**src/rtl/ddc_channel.sv**
```systemverilog
module ddc_channel #(
  parameter int IN_W   = 12,
  parameter int LUT_W  = 16,
  parameter int LUT_AB = 6,
  parameter int ACC_W  = 48
) (
  input  logic             clk,
  input  logic             rst,
  input  logic             in_valid,
  input  logic [IN_W-1:0]  in_data,
  input  logic             cfg_load,
  input  logic             cfg_complex,
  input  logic [2:0]       cfg_rlog,
  input  logic [1:0]       cfg_chans,
  input  logic             cfg_wide,
  input  logic [ACC_W-1:0] cfg_freq,
  output logic             out_valid,
  output logic [19:0]      out_i,
  output logic [19:0]      out_q,
  output logic             cfg_err
);
  localparam int QN    = 1 << LUT_AB;
  localparam int AMP   = (1 << (LUT_W - 1)) - 1;
  localparam int SUM_W = IN_W + 7;
  localparam int PAD   = 20;
  localparam int V_W   = SUM_W + PAD;
  localparam int P_W   = IN_W + LUT_W;

  function automatic logic signed [LUT_W-1:0] sin_pt(input int k);
    longint kk, qq, num;
    kk  = longint'(k);
    qq  = longint'(QN);
    num = 64'sd102944 * kk * qq * qq * qq * qq
        - 64'sd42152 * kk * kk * kk * qq * qq
        + 64'sd4744 * kk * kk * kk * kk * kk;
    return LUT_W'((num * longint'(AMP)) / (64'sd65536 * qq * qq * qq * qq * qq));
  endfunction

  function automatic logic [19:0] rnd(input logic signed [SUM_W-1:0] s,
                                      input logic [2:0] r, input logic w);
    logic signed [V_W:0] v;
    logic [V_W:0] mag, q;
    int d;
    v   = (V_W+1)'(s) <<< PAD;
    d   = PAD + int'(r) + IN_W - (w ? 20 : 16);
    mag = v[V_W] ? -v : v;
    q   = (mag + ((V_W+1)'(1) << (d - 1))) >> d;
    return v[V_W] ? 20'(-q) : 20'(q);
  endfunction

  logic signed [LUT_W-1:0] lut [0:QN];
  for (genvar k = 0; k <= QN; k++) begin : g_lut
    assign lut[k] = sin_pt(k);
  end

  logic             cmode, wide;
  logic [2:0]       rl;
  logic [ACC_W-1:0] freq, acc;
  logic [6:0]       cnt;
  logic signed [SUM_W-1:0] sum_i, sum_q, nx_i, nx_q;

  wire [1:0]        quad  = acc[ACC_W-1 -: 2];
  wire [LUT_AB:0]   idx   = {1'b0, acc[ACC_W-3 -: LUT_AB]};
  wire [LUT_AB:0]   idx_c = (LUT_AB+1)'(QN) - idx;
  wire signed [LUT_W-1:0] s_a = lut[idx];
  wire signed [LUT_W-1:0] s_b = lut[idx_c];

  logic signed [LUT_W-1:0] cosv, sinv;
  always_comb begin
    case (quad)
      2'd0:    begin sinv = s_a;  cosv = s_b;  end
      2'd1:    begin sinv = s_b;  cosv = -s_a; end
      2'd2:    begin sinv = -s_a; cosv = -s_b; end
      default: begin sinv = -s_b; cosv = s_a;  end
    endcase
  end

  wire signed [P_W-1:0] prod_i = P_W'($signed(in_data)) * P_W'(cosv);
  wire signed [P_W-1:0] prod_q = P_W'($signed(in_data)) * P_W'(-sinv);
  wire signed [P_W-1:0] sh_i   = prod_i >>> LUT_W;
  wire signed [P_W-1:0] sh_q   = prod_q >>> LUT_W;
  wire signed [IN_W-1:0] mix_i = cmode ? sh_i[IN_W-1:0] : $signed(in_data);
  wire signed [IN_W-1:0] mix_q = cmode ? sh_q[IN_W-1:0] : '0;

  assign nx_i = sum_i + SUM_W'(mix_i);
  assign nx_q = sum_q + SUM_W'(mix_q);

  wire last   = {1'b0, cnt} == ((8'd1 << rl) - 8'd1);
  wire cfg_ok = (cfg_chans != 2'd3) && (cfg_rlog >= ({1'b0, cfg_chans} + 3'd2));

  always_ff @(posedge clk) begin
    if (rst) begin
      cmode <= 1'b0; wide <= 1'b0; rl <= 3'd2; freq <= '0; acc <= '0;
      cnt <= '0; sum_i <= '0; sum_q <= '0; cfg_err <= 1'b0;
      out_valid <= 1'b0; out_i <= '0; out_q <= '0;
    end else begin
      out_valid <= 1'b0;
      if (cfg_load) begin
        if (cfg_ok) begin
          cmode <= cfg_complex; wide <= cfg_wide; rl <= cfg_rlog; freq <= cfg_freq;
          acc <= '0; cnt <= '0; sum_i <= '0; sum_q <= '0;
        end else begin
          cfg_err <= 1'b1;
        end
      end else if (in_valid) begin
        acc <= cmode ? acc + freq : '0;
        if (last) begin
          cnt <= '0; sum_i <= '0; sum_q <= '0;
          out_valid <= 1'b1;
          out_i <= rnd(nx_i, rl, wide);
          out_q <= rnd(nx_q, rl, wide);
        end else begin
          cnt <= cnt + 7'd1; sum_i <= nx_i; sum_q <= nx_q;
        end
      end
    end
  end
endmodule

```
**config.mk**
```make
export PLATFORM = sky130hd
export DESIGN_NAME = ddc_channel
export DESIGN_NICKNAME = d
export VERILOG_FILES = /design/src/rtl/ddc_channel.sv
export SDC_FILE = /design/constraint.sdc
export NUM_CORES = 2
export LEC_CHECK = 0
export BUFFER_PORTS_ARGS = -buffer_cell sky130_fd_sc_hd__buf_2
export CORE_ASPECT_RATIO = 1.75
export CORE_MARGIN = 4
export CORE_UTILIZATION = 40
export DETAILED_ROUTE_END_ITERATION = 10
export GPL_TIMING_DRIVEN = 0
export PLACE_DENSITY = 0.51
export SYNTH_ARGS = -nofsm -noshare
export SYNTH_HDL_FRONTEND = slang
export SYNTH_SLANG_ARGS = --single-unit
```
**constraint.sdc**
```tcl
create_clock -name clk -period 20.4 [get_ports clk]
set_input_delay 2.04 -clock clk [delete_from_list [all_inputs] [get_ports clk]]
set_output_delay 2.04 -clock clk [all_outputs]
set_load 0.02 [all_outputs]
```
# Word level (Yosys, flattened, before mapping)
# Memories as Yosys holds them, arrays and structs flattened.
# Cells that the tools add are included.
[classes]
add_sub_neg = 20
mul = 2
reduce_logical = 8
n_shift = 4
n_mux = 29
n_bitwise = 5
eq_ne = 5
order_cmp = 3
[ops]
columns = ["operator", "count"]
rows = [
  ["two-way mux 48 bit", 4],
  ["two-way mux 19 bit", 7],
  ["one-hot mux 16 bit (3 select lines)", 2],
  ["adder 40 bit", 2],
  ["two-way mux 40 bit", 2],
  ["negation 39 -> 40 bit", 2],
  ["right shift 40 x 32 -> 20 bit", 2],
  ["two-way mux 16 bit", 4],
  ["adder 48 bit", 1],
  ["two-way mux 20 bit", 2],
  ["negation 20 bit", 2],
  ["left shift 1 x 32 -> 40 bit, first input constant", 1],
  ["adder 19 x 12 -> 19 bit", 2],
  ["negation 16 bit", 2],
  ["multiplier 12 x 16 -> 28 bit", 1],
  ["multiplier 12 x 28 -> 28 bit", 1],
  ["two-way mux 7 bit", 4],
  ["negation 16 -> 28 bit", 1],
  ["two-way mux 12 bit", 2],
  ["greater-or-equal comparator 8 bit, second input constant", 2],
  ["subtractor 8 x 2 -> 9 bit, second input constant", 1],
  ["equality test 7 x 8 -> 1 bit", 1],
  ["inverter 6 -> 8 bit", 1],
  ["inverter 7 -> 8 bit", 1],
  ["other kinds (22)", 26],
]
[word_totals]
regBits = 188
mem_count = 2
word_cells = 90
romBits = 4096
output_inout_bits = 42
in_bits = 71
[memory_table]
columns = ["memory", "words", "width", "read_ports", "rd_clocked_by_memory_dff", "wr", "line_no", "source"]
rows = [
  ["(name not given)", 128, 16, 1, 0, 0, "66", "wire signed [LUT_W-1:0] s_b = lut[idx_c];"],
  ["(name not given)", 128, 16, 1, 0, 0, "65", "wire signed [LUT_W-1:0] s_a = lut[idx];"],
]

# Depth between registers and ports, before layout
[logic_depth]
word_depth = 17
mapped_depth = 84
mapped_depth_nobuf = 76

# Worst setup path after synthesis
# OpenSTA, ideal clock, no wires.
[synth_timing]
kind = "register to register"
start = "reg acc[40]"
end = "reg out_i[18]"
stages_incl_launch_ff = 72
synth_period_minus_slack_ns = 16.720
arrival_ns = 16.635
required_ns = 20.314
setup_slack_ns = 3.680
setup_ns = 0.086
cell_sequence = "dfxtp_1 clkinv_1 ha_1 ha_1 clkbuf_1 buf_2 buf_1 clkbuf_1 a211oi_1 a211oi_1 nor2_1 inv_1 ha_1 o211ai_1 or4_4 or2_1 a31o_2 a221oi_1 [... 36 more ...] ha_1 a21o_1 a21oi_1 o21ai_0 a2111oi_0 o311ai_0 a31oi_1 xor2_1 a221o_1 a2bb2oi_1 ha_1 nand2_1 or3_1 or4_1 nor2_1 a21oi_1 xnor2_1 a211oi_1"
[synth_between]
elab_chain_cells = 16
word_cells_on_any_way = 21
classes_between = "7 x add/sub; 1 x mul; 1 x shift; 8 x mux; 2 x bitwise; 2 x memory"
[synth_rtl]
columns = ["element", "line_no", "source"]
rows = [
  ["from (decl)", "58", "logic [ACC_W-1:0] freq, acc;"],
  ["from (signal assigned)", "106", "acc <= cmode ? acc + freq : '0;"],
  ["subtractor 7 x 6 -> 7 bit", "64", "wire [LUT_AB:0] idx_c = (LUT_AB+1)'(QN) - idx;"],
  ["inverter 7 -> 8 bit (implied by the code)", "66", ""],
  ["memory read (128 x 16 bit)", "n/a", ""],
  ["two-way mux 16 bit (implied by the code) (2 in series)", "66", ""],
  ["negation 16 bit", "73", "2'd2: begin sinv = -s_a; cosv = -s_b; end"],
  ["one-hot mux 16 bit (3 select lines) (*)", "70", "case (quad)"],
  ["multiplier 12 x 16 -> 28 bit (*)", "78", "wire signed [P_W-1:0] prod_i = P_W'($signed(in_data)) * P_W'(cosv);"],
  ["two-way mux 12 bit (*)", "82", "wire signed [IN_W-1:0] mix_i = cmode ? sh_i[IN_W-1:0] : $signed(in_data);"],
  ["adder 19 x 12 -> 19 bit (*)", "85", "assign nx_i = sum_i + SUM_W'(mix_i);"],
  ["negation 39 -> 40 bit", "46", "mag = v[V_W] ? -v : v;"],
  ["two-way mux 40 bit", "46", ""],
  ["adder 40 bit", "47", "q = (mag + ((V_W+1)'(1) << (d - 1))) >> d;"],
  ["right shift 40 x 32 -> 20 bit", "47", ""],
  ["negation 20 bit", "48", "return v[V_W] ? 20'(-q) : 20'(q);"],
  ["two-way mux 20 bit (*)", "48", ""],
  ["to (signal assigned)", "110", "out_i <= rnd(nx_i, rl, wide);"],
  ["to (decl)", "18", "output logic [19:0] out_i,"],
]
# Every way passes the cells marked *; elsewhere a longest branch is shown, timed or not. The select of a mux whose other input is x is not followed.
# A chain may end at the register's enable or synchronous reset.

# Worst setup path after layout
[layout_timing]
start = "reg acc[42]"
end = "reg out_i[16]"
# The elaborated chain is that of the path after synthesis.

==> results.sh <==
export IMPL_start_kind="register"
export IMPL_grt_max_degree=18
export IMPL_die_area_mm2=0.09306
export IMPL_powerDensity_mw_per_mm2=86.60
export IMPL_area_delta_synth_final_pct=9.872
export IMPL_reg2reg_depth=72
export IMPL_clk_latency_ns=0.49
export IMPL_drive_above_1_share_pct=8.390
export IMPL_synth_ff_type="dfxtp_1"
export IMPL_end_kind="register"
export IMPL_track_usage_pct=29.21
export IMPL_grt_pass1_wl_um=209000
export IMPL_ys_types=103
export IMPL_path_clk_slew_ns=0.07
export IMPL_synth_async_reset_ratio_pct=0
export IMPL_place_gp_congestion=0.9978
export IMPL_max_freq_ghz=0.05173
export IMPL_worstSetupPathType="reg2reg"
export IMPL_maxCapViolations=0
export IMPL_setup_viol=0
export IMPL_syn_area_mm2=0.03522
export IMPL_cp_slowest_cell="fa_1"
export IMPL_wl_um=137200
export IMPL_whs_ns=0.4506
export IMPL_min_period_ns=19.33
export IMPL_cts_buffer_depth=2
export IMPL_grt_use_met2_pct=55.45
export IMPL_syn_mean_instance_area_um2=7.738
export IMPL_fin_crit_sh_pct=94.76
export IMPL_boundaryPins=113
export IMPL_p_leak_nw=17.46
export IMPL_via_per_inst=5.678
export IMPL_cts_sinks=188
export IMPL_vias=33480
export IMPL_syn_inst=4552
export IMPL_first_global_vias=35020
export IMPL_path_common_cell="inv_1"
export IMPL_wire_per_inst_um=23.27
export IMPL_crit_arrival_ns=19.74
export IMPL_maxSlewHeadroom_pct=3.281
export IMPL_cts_buffers=17
export IMPL_total_power_mw=3.351
export IMPL_port_buffers=106
export IMPL_r2r_slack_ns=1.07
export IMPL_slowest_delay_ns=0.56
export IMPL_start_util_pct=40.42
export IMPL_rr_startpoint="acc[42]"
export IMPL_ys_seq_area_share_pct=10.68
export IMPL_ys_ff_latch=188
export IMPL_min_delay_start="out_i[12]"
export IMPL_tritoncts="yes"
export IMPL_fp_dieH_um=400.6
export IMPL_drc=0
export IMPL_maxSlewViolCount=0
export IMPL_critical_path_peak_fanout=13
export IMPL_hold_path_class="reg2reg"
export IMPL_grt_busiest_layer="met2"
export IMPL_rows=143
export IMPL_use_met1_pct=29.44
export IMPL_fin_nets=5442
export IMPL_worst_pin_slew_ns=1.436
export IMPL_ys_warn_count=0
export IMPL_ant_nets=0
export IMPL_required_ns=20.81
export IMPL_h_tree_depth=4
export IMPL_hold_buffers=0
export IMPL_regToRegEndpoint="out_i[16]"
export IMPL_dr_pass1_iters=7
export IMPL_antenna_found_initial=5
export IMPL_hold_path_end="out_i[12]"
export IMPL_irDropWorstVdd_mv=0.1022
export IMPL_drt_iter0_drc=2161
export IMPL_status="complete, no violations"
export IMPL_synth_edf_count=0
export IMPL_core_mm2=0.08713
export IMPL_die_x_um=232.3
export IMPL_cts_root_buffer="clkbuf_16"
export IMPL_min_path_cells=2
export IMPL_grt_overflow_total=0
export IMPL_dp_hpwl_um=114100
export IMPL_hold_viol_final=0
export IMPL_use_met3_pct=2.693
export IMPL_clock_skew_ns=0.01345
## cells in the mapped netlist, types with 18 or more instances
library cell | n | area (µm²)
a211oi_1 | 48 | 360.4
a21o_1 | 58 | 435.4
a21oi_1 | 286 | 1431
a22oi_1 | 94 | 705.7
a31oi_1 | 41 | 256.5
and2_1 | 200 | 1251
and3_1 | 22 | 137.6
buf_2 | 30 | 150.1
clkbuf_1 | 220 | 825.8
dfxtp_1 | 188 | 3764
fa_1 | 379 | 7587
ha_1 | 273 | 3416
inv_1 | 515 | 1933
mux2_2 | 25 | 281.5
mux2i_1 | 46 | 460.4
nand2_1 | 579 | 2173
nand2b_1 | 61 | 381.6
nand3_1 | 60 | 300.3
nand4_1 | 24 | 150.1
nor2_1 | 365 | 1370
nor2b_1 | 51 | 319.1
nor3_1 | 54 | 270.3
nor4_1 | 18 | 112.6
o211ai_1 | 28 | 210.2
o21a_1 | 31 | 232.7
o21ai_0 | 187 | 935.9
o22ai_1 | 23 | 143.9
o31ai_1 | 23 | 172.7
or2_2 | 21 | 131.4
or3_1 | 34 | 212.7
xnor2_1 | 169 | 1480
xor2_1 | 65 | 569.3
## layer usage
metal / share of wire, % / wire [µm] / vias up
met1: 35 / 47530 / 16380
met4: 8.5 / 11620 / 2
met3: 3.6 / 4903 / 434
met2: 53 / 73140 / 1006
li1: - / - / 15660
met5: 0.0095 / 13 / -
## worst max path at each step
stage                        from        end  slack, ns
final                     acc[42]  out_i[16]       1.07
after global routing      acc[42]  out_q[14]      -0.03
after CTS                 acc[41]  out_q[16]      0.005
after detailed placement  acc[40]  out_i[19]      -2.83
after global placement    acc[40]  out_i[19]      -2.92
after floorplan           acc[40]  out_i[18]       3.68
## worst max-delay path, delay by kind of cell (launching register included)
| family | cells | cell delay [ns] |
|---|---|---|
| xor gates and xnor gates | 6 | 1.73 |
| and+or+nand+nor | 14 | 2.75 |
| adders and majority gates | 11 | 4.58 |
| muxes | 1 | 0.49 |
| buffers and inverters | 17 | 3.47 |
| AOI/OAI and AO/OA | 23 | 5.74 |
| DFF | 1 | 0.46 |
## power breakdown
| group | switching [mW] | internal [mW] |
|---|---|---|
| registers | 0.00889 | 0.380 |
| logic | 1.59 | 1.02 |
| clock network | 0.172 | 0.181 |
## cell families after synthesis
logic type	synth area share, %
flip-flops	10.68
XOR/XNOR	5.989
buffers and inverters	8.696
multiplexers	2.810
AO/OA/AOI/OAI	19.65
other	0.01065
adder cells (fa/ha/maj)	31.24
AND/OR/NAND/NOR	20.92
## placed cells by master (no fill, tap or decap), types with 28 or more instances in the layout
| master | n |
|---|---|
| inv_1 | 514 |
| o21ai_0 | 179 |
| a21o_1 | 58 |
| nand3_1 | 60 |
| nor2_1 | 361 |
| or3_1 | 34 |
| a22oi_1 | 94 |
| o211ai_1 | 28 |
| nor3_1 | 49 |
| xor2_1 | 62 |
| fa_1 | 379 |
| o21a_1 | 31 |
| and2_1 | 200 |
| ha_1 | 269 |
| clkbuf_1 | 191 |
| nand2b_1 | 60 |
| a211oi_1 | 44 |
| buf_2 | 131 |
| nand2_1 | 579 |
| nor2b_1 | 51 |
| xnor2_1 | 154 |
| dfxtp_1 | 186 |
| a31oi_1 | 40 |
| a21oi_1 | 280 |
| mux2i_1 | 44 |
## per-stage QoR
step / cell area (µm²) / std cells / TNS [ns] / setup WS, ns / utilization, %
after detailed placement: 37290 / 5841 / -55.54 / -2.827 / 42.80
after floorplan: 35310 / 4575 / 0 / 3.680 / -
final: 38700 / 5896 / 0 / 1.068 / 44.41
after global routing: 38690 / 5892 / -0.02619 / -0.02619 / 44.40
after global placement: 37290 / 5841 / -57.25 / -2.923 / 42.80
after CTS: 38170 / 5878 / 0 / 0.005137 / 43.81
## what timing repair did
| action | 4_1_cts | 5_1_grt |
|---|---|---|
| endpoints found under the hold margin | 0 | 0 |
| setup buffers | 5 | 15 |
| resized for setup | 58 | 120 |
| setup endpoints to repair | 39 | 38 |
| pin swaps | 2 | 14 |
## final cells by class
cell class / instances / area, µm²
Fill cell: 9142 / 48430
Multi-Input combinational cell: 3594 / 29040
Sequential cell: 188 / 3766
Inverter: 519 / 1953
Tap cell: 1160 / 1451
Buffer: 273 / 1190
Timing Repair Buffer: 126 / 693.2
Clock buffer: 20 / 466.7
Clock inverter: 12 / 130.1
Antenna cell: 4 / 10.01
## flip-flops by register name, indices dropped and copies added, names as in the netlist
name,cells
out_i,20
freq,48
out_valid,1
sum_i,19
cnt,7
cmode,1
sum_q,19
out_q,20
cfg_err,1
rl,3
acc,48
wide,1
Note: power is estimated with default switching activity, not from simulation.
